## config.mk

```make
export PLATFORM = sky130hd
export DESIGN_NAME = pipe_ripple_adder
export DESIGN_NICKNAME = d
export VERILOG_FILES = /design/src/rtl/padd_pkg.sv /design/src/rtl/padd_delay.sv /design/src/rtl/padd_bit_stage.sv /design/src/rtl/padd_valid_pipe.sv /design/src/rtl/pipe_ripple_adder.sv
export SDC_FILE = /design/constraint.sdc
export NUM_CORES = 1
export LEC_CHECK = 0
export ABC_AREA = 1
export BUFFER_PORTS_ARGS = -buffer_cell sky130_fd_sc_hd__buf_2
export CAP_MARGIN = 20
export CORE_MARGIN = 2
export CORE_UTILIZATION = 58
export DETAILED_ROUTE_END_ITERATION = 6
export MAX_ROUTING_LAYER = met4
export PLACE_DENSITY = 0.75
export REMOVE_ABC_BUFFERS = 1
export SETUP_SLACK_MARGIN = 0.1
export SYNTH_ARGS = -nofsm -noshare
export SYNTH_HDL_FRONTEND = slang
export SYNTH_SLANG_ARGS = --single-unit
export TNS_END_PERCENT = 30
```

## constraint.sdc

```tcl
create_clock -name clk -period 1 [get_ports clk]
set_input_delay 0.2 -clock clk [delete_from_list [all_inputs] [get_ports clk]]
set_output_delay 0.2 -clock clk [all_outputs]
set_load 0.1 [all_outputs]
```

## src/rtl/padd_pkg.sv

```systemverilog
// Package: shared types and the one-bit add used by every stage.
// Assumes nothing beyond 1-bit scalar inputs.
package padd_pkg;

    // Result of a single-bit full add
    typedef struct packed {
        logic carry;
        logic sum;
    } fa_out_t;

    // One-bit full add: sum and carry of three input bits
    function automatic fa_out_t full_add(input logic a, input logic b, input logic c);
        fa_out_t r;
        r.sum   = a ^ b ^ c;
        r.carry = (a & b) | (a & c) | (b & c);
        return r;
    endfunction

endpackage

```

## src/rtl/padd_delay.sv

```systemverilog
// Module: padd_delay
// Fixed-depth shift line for a small data word, used for operand skew and
// sum deskew. Assumes DEPTH >= 1; data registers carry no reset value.
module padd_delay #(
    parameter int DEPTH = 1,
    parameter int WIDTH = 1
) (
    input  logic             clk,
    input  logic [WIDTH-1:0] din,
    output logic [WIDTH-1:0] dout
);

    logic [WIDTH-1:0] stage_q [DEPTH];

    // Shift the word one register further along the line each cycle
    always_ff @(posedge clk) begin
        stage_q[0] <= din;
        for (int k = 1; k < DEPTH; k++) begin
            stage_q[k] <= stage_q[k-1];
        end
    end

    assign dout = stage_q[DEPTH-1];

endmodule

```

## src/rtl/padd_bit_stage.sv

```systemverilog
// Module: padd_bit_stage
// One segment of the carry chain: a single full adder whose sum and carry-out
// are registered. Assumes its operand bits are already aligned with cin.
module padd_bit_stage
    import padd_pkg::*;
(
    input  logic clk,
    input  logic op_a,
    input  logic op_b,
    input  logic cin,
    output logic sum_q,
    output logic cout_q
);

    fa_out_t fa;

    // Combinational one-bit add
    always_comb fa = full_add(op_a, op_b, cin);

    // Register the stage result at the segment boundary
    always_ff @(posedge clk) begin
        sum_q  <= fa.sum;
        cout_q <= fa.carry;
    end

endmodule

```

## src/rtl/padd_valid_pipe.sv

```systemverilog
// Module: padd_valid_pipe
// Valid flag line matching the data latency of the adder. Assumes
// DEPTH >= 2; synchronous active-low reset empties the whole line.
module padd_valid_pipe #(
    parameter int DEPTH = 32
) (
    input  logic clk,
    input  logic rst_n,
    input  logic vin,
    output logic vout
);

    logic [DEPTH-1:0] flag_q;

    // Advance the valid flags, clearing all of them on reset
    always_ff @(posedge clk) begin
        if (!rst_n) flag_q <= '0;
        else        flag_q <= {flag_q[DEPTH-2:0], vin};
    end

    assign vout = flag_q[DEPTH-1];

endmodule

```

## src/rtl/pipe_ripple_adder.sv

```systemverilog
// Module: pipe_ripple_adder (top)
// Unsigned adder with a register after every bit position of the ripple
// chain. Operand bit i is delayed i cycles, sum bit i is delayed WIDTH-1-i
// cycles, so results leave aligned WIDTH cycles after acceptance.
// Assumes WIDTH >= 2; carry into bit 0 is zero; no stall.
module pipe_ripple_adder #(
    parameter int WIDTH = 32
) (
    input  logic             clk,
    input  logic             rst_n,
    input  logic             in_valid,
    input  logic [WIDTH-1:0] in_a,
    input  logic [WIDTH-1:0] in_b,
    output logic             out_valid,
    output logic [WIDTH-1:0] out_sum,
    output logic             out_carry
);

    localparam int TOP = WIDTH - 1;

    logic [WIDTH:0]   carry;
    logic [WIDTH-1:0] sum_raw;

    assign carry[0] = 1'b0;

    for (genvar i = 0; i < WIDTH; i++) begin : g_bit
        logic [1:0] ab_al;

        // Operand skew: bit i waits i cycles for its carry
        if (i == 0) begin : g_noskew
            assign ab_al = {in_a[i], in_b[i]};
        end else begin : g_skew
            padd_delay #(.DEPTH(i), .WIDTH(2)) u_skew (
                .clk  (clk),
                .din  ({in_a[i], in_b[i]}),
                .dout (ab_al)
            );
        end

        padd_bit_stage u_stage (
            .clk    (clk),
            .op_a   (ab_al[1]),
            .op_b   (ab_al[0]),
            .cin    (carry[i]),
            .sum_q  (sum_raw[i]),
            .cout_q (carry[i+1])
        );

        // Sum deskew: bit i waits for the slower upper bits
        if (i == TOP) begin : g_nodeskew
            assign out_sum[i] = sum_raw[i];
        end else begin : g_deskew
            padd_delay #(.DEPTH(TOP - i), .WIDTH(1)) u_deskew (
                .clk  (clk),
                .din  (sum_raw[i]),
                .dout (out_sum[i])
            );
        end
    end

    assign out_carry = carry[WIDTH];

    padd_valid_pipe #(.DEPTH(WIDTH)) u_valid (
        .clk   (clk),
        .rst_n (rst_n),
        .vin   (in_valid),
        .vout  (out_valid)
    );

endmodule

```

==> Implementation_results.wiki <==
{| class="wikitable"
! Metric !! Value
|-
| Status || finished, violations left
|-
| Failing checks || negative hold slack, negative setup slack
|-
| Critical path peak fanout || 1
|-
| Worst setup path category || reg -> out
|-
| Cell taking the most area after synthesis || dfxtp_1
|-
| Largest net degree at the start of global routing || 33
|-
| Fraction of layout instances using a drive strength above 1 || 19.9%
|-
| Required time at the endpoint of the critical path || 0.80 ns
|-
| Fin Hold WS || -0.0463 ns
|-
| Startpoint type of the worst setup path || flop
|-
| Weighted congestion at the end of routability-driven global placement || 0.609
|-
| Number of nets still failing antenna checks after routing || 0
|-
| Bufs and invs on worst path || 1
|-
| Post-synthesis to final-layout area growth || 21.6%
|-
| Cell leakage power || 17.1 nW
|-
| Top-area cell type share of the netlist area || 96.5%
|-
| Arrival time of the worst setup path || 1.21 ns
|-
| H-tree levels || 4
|-
| I/O pin cnt || 101
|-
| Clock latency at the later pin of the worst-skew pair || 0.69 ns
|-
| Final setup violation count || 34
|-
| Die ar. || 0.0586 sq mm
|-
| Starting Density || 58.5%
|-
| Setup skew after layout || 0.0165 ns
|-
| Synthesized area per cell || 19.2 sq um
|-
| Iteration count of the initial detailed-routing pass || 4
|-
| Clock transition at path regs || 0.06 ns
|-
| Height of the die || 242 um
|-
| Flop and latch count out of synthesis || 1,584
|-
| Final standard cell utilization of the core || 71.1%
|-
| Die outline width || 242 um
|-
| Setup slack at placement || 0.0822 ns
|-
| Vias post-DR || 11.3k
|-
| Setup Fix Bufs, Post-CTS || 0
|-
| Most common library cell in the layout ignoring fill and taps || dfxtp_1
|-
| Synth Warn # || 0
|-
| Maximum frequency from static timing analysis || 710 MHz
|-
| Placement row count || 87
|-
| Min Tclk post-route || 1.41 ns
|-
| Largest incremental delay on the critical path || 0.34 ns
|-
| Hold Vio Cnt, Final || 31
|-
| Number of different library cells in the post-synthesis netlist || 7
|-
| Half-perimeter wire length after placement || 13,200 um
|-
| Clock tree from TritonCTS || done
|-
| VDD IR max || 0.00193 V
|-
| Clock sink count || 1,584
|-
| TritonCTS buffer count || 138
|-
| Tightest slew margin relative to the limit || 68.5%
|-
| Average detailed-routed wire length per instance || 11.6 um
|-
| Min-delay worst type || in -> reg
|-
| Dominant delay contributor by cell family on the critical path || flip-flops
|-
| Mean number of vias per cell || 3.97
|-
| DR DRC count || 0
|-
| Slowest-stage cell, CP || dfxtp_2
|-
| Antenna violations before repair || 1
|-
| Critical Path, Cell by Cell || buf_12
|-
| Crit. End Element || output pin
|-
| Layout Nets || 2,085
|-
| Most used cells in the layout excluding fill and tap cells || 1,487 x dfxtp_1, 142 x clkbuf_16, 97 x dfxtp_2
|-
| Residual overflow from global routing || 0
|-
| Post-CTS Hold Buffers || 66
|-
| Power per cell area || 3190 mW/mm^2
|-
| Number of global-route vias before repair || 12.1k
|-
| Largest cells by area after synthesis || dfxtp_1 97%, fa_1 1.9%, buf_4 0.73%
|-
| Transition at the pin with the smallest max-transition slack || 0.472 ns
|-
| Netlist area before placement || 0.0329 sq mm
|-
| Final Routed Wirelength || 33,000 um
|-
| Final period utilization || 141%
|-
| Total count of max-transition violations in the final report || 0
|-
| All-Layer GR Usage || 12.3%
|-
| Area inside the core boundary || 0.0562 sq mm
|-
| Cell count after synthesis || 1,715
|-
| Total of buffers placed on input and output ports || 100
|-
| Maximum root-to-sink buffer count || 3
|-
| Drt initial violations || 342
|-
| Root Buffer || clkbuf_16
|-
| First-pass GRT wire length || 55,100 um
|-
| Minimum setup slack among reg-to-reg paths || 0.02 ns
|-
| Setup repair after global routing missed its margin || true
|-
| Total design power || 127 mW
|-
| Final worst slack || -0.409 ns
|-
| Max-capacitance violation count || 0
|-
| Sequential element share of the synthesized area || 96.5%
|}
==> final cells by class <==
type                    instances  area [sq um]
clock buffers                 209          4190
diodes                          1          2.50
clock inverters                36           439
inverters                      32           120
multi-input cells              64           761
well taps                     756           946
fillers                      3340         16200
flip-flops and latches       1584         31800
repair buffers                166          1670
==> power by group <==
part           internal, mW  leakage, nW  switching (mW)
sequential             69.8         13.4            1.64
clock                  31.0         2.29            21.2
combinational          1.40         1.43            2.27
==> flip-flops by register name, indices dropped and copies added, names as in the netlist <==
register                         flops
u_valid.flag_q                      32
g_bit.g_skew.u_skew.stage_q        992
g_bit.u_stage.sum_q                 32
g_bit.g_deskew.u_deskew.stage_q    496
g_bit.u_stage.cout_q                32
==> through the flow <==
stage          std cells  instance area (sq um)  hold slack [ns]  setup TNS (ns)
2_1_floorplan       1680                  32600            0.228           -3.71
3_3_place_gp        2536                  34500            0.303               0
3_5_place_dp        2536                  34500            0.304               0
4_1_cts             2847                  39900           -0.105          -15.85
5_1_grt             2848                  40000          -0.0523          -15.73
6_report            2848                  40000          -0.0463          -13.41
==> cell usage after synthesis <==
library cell,number
dfxtp_1,1584
buf_4,32
inv_1,32
nand2_1,32
fa_1,31
buf_6,3
ha_1,1
==> repair_timing <==
action	4_1_cts	5_1_grt
setup endpoints to repair	61	67
endpoints found under the hold margin	96	28
pin swaps	23	30
resized for setup	71	30
==> kinds of logic after synthesis <==
family	after synthesis	synth area share (%)
buffers and inverters	67	1.20
flip-flops	1584	96.5
AND/OR/NAND/NOR	32	0.366
adder cells (fa/ha/maj)	32	1.93
==> routing by layer <==
layer  track usage, %  wire length [um]
met2             21.3             17300
met1             11.7             12800
met3             4.50              1820
met4             7.04              1090
met5                -                 0
==> final timing paths <==
check / start / to / cells after the start
setup / recovery: g_bit[10].g_deskew.u_deskew.stage_q[2][4]$_DFF_P_ / out_sum[10] / 1
hold / removal: rst_n / u_valid.flag_q[31]$_SDFF_PN0_ / 3
setup reg to reg: g_bit[3].u_stage.cout_q$_DFF_P_ / g_bit[4].u_stage.sum_q$_DFF_P_ / 1
hold reg to reg: g_bit[8].g_deskew.u_deskew.stage_q[3][1]$_DFF_P_ / g_bit[8].g_deskew.u_deskew.stage_q[3][2]$_DFF_P_ / 0
Note: power is estimated with default switching activity, not from simulation.
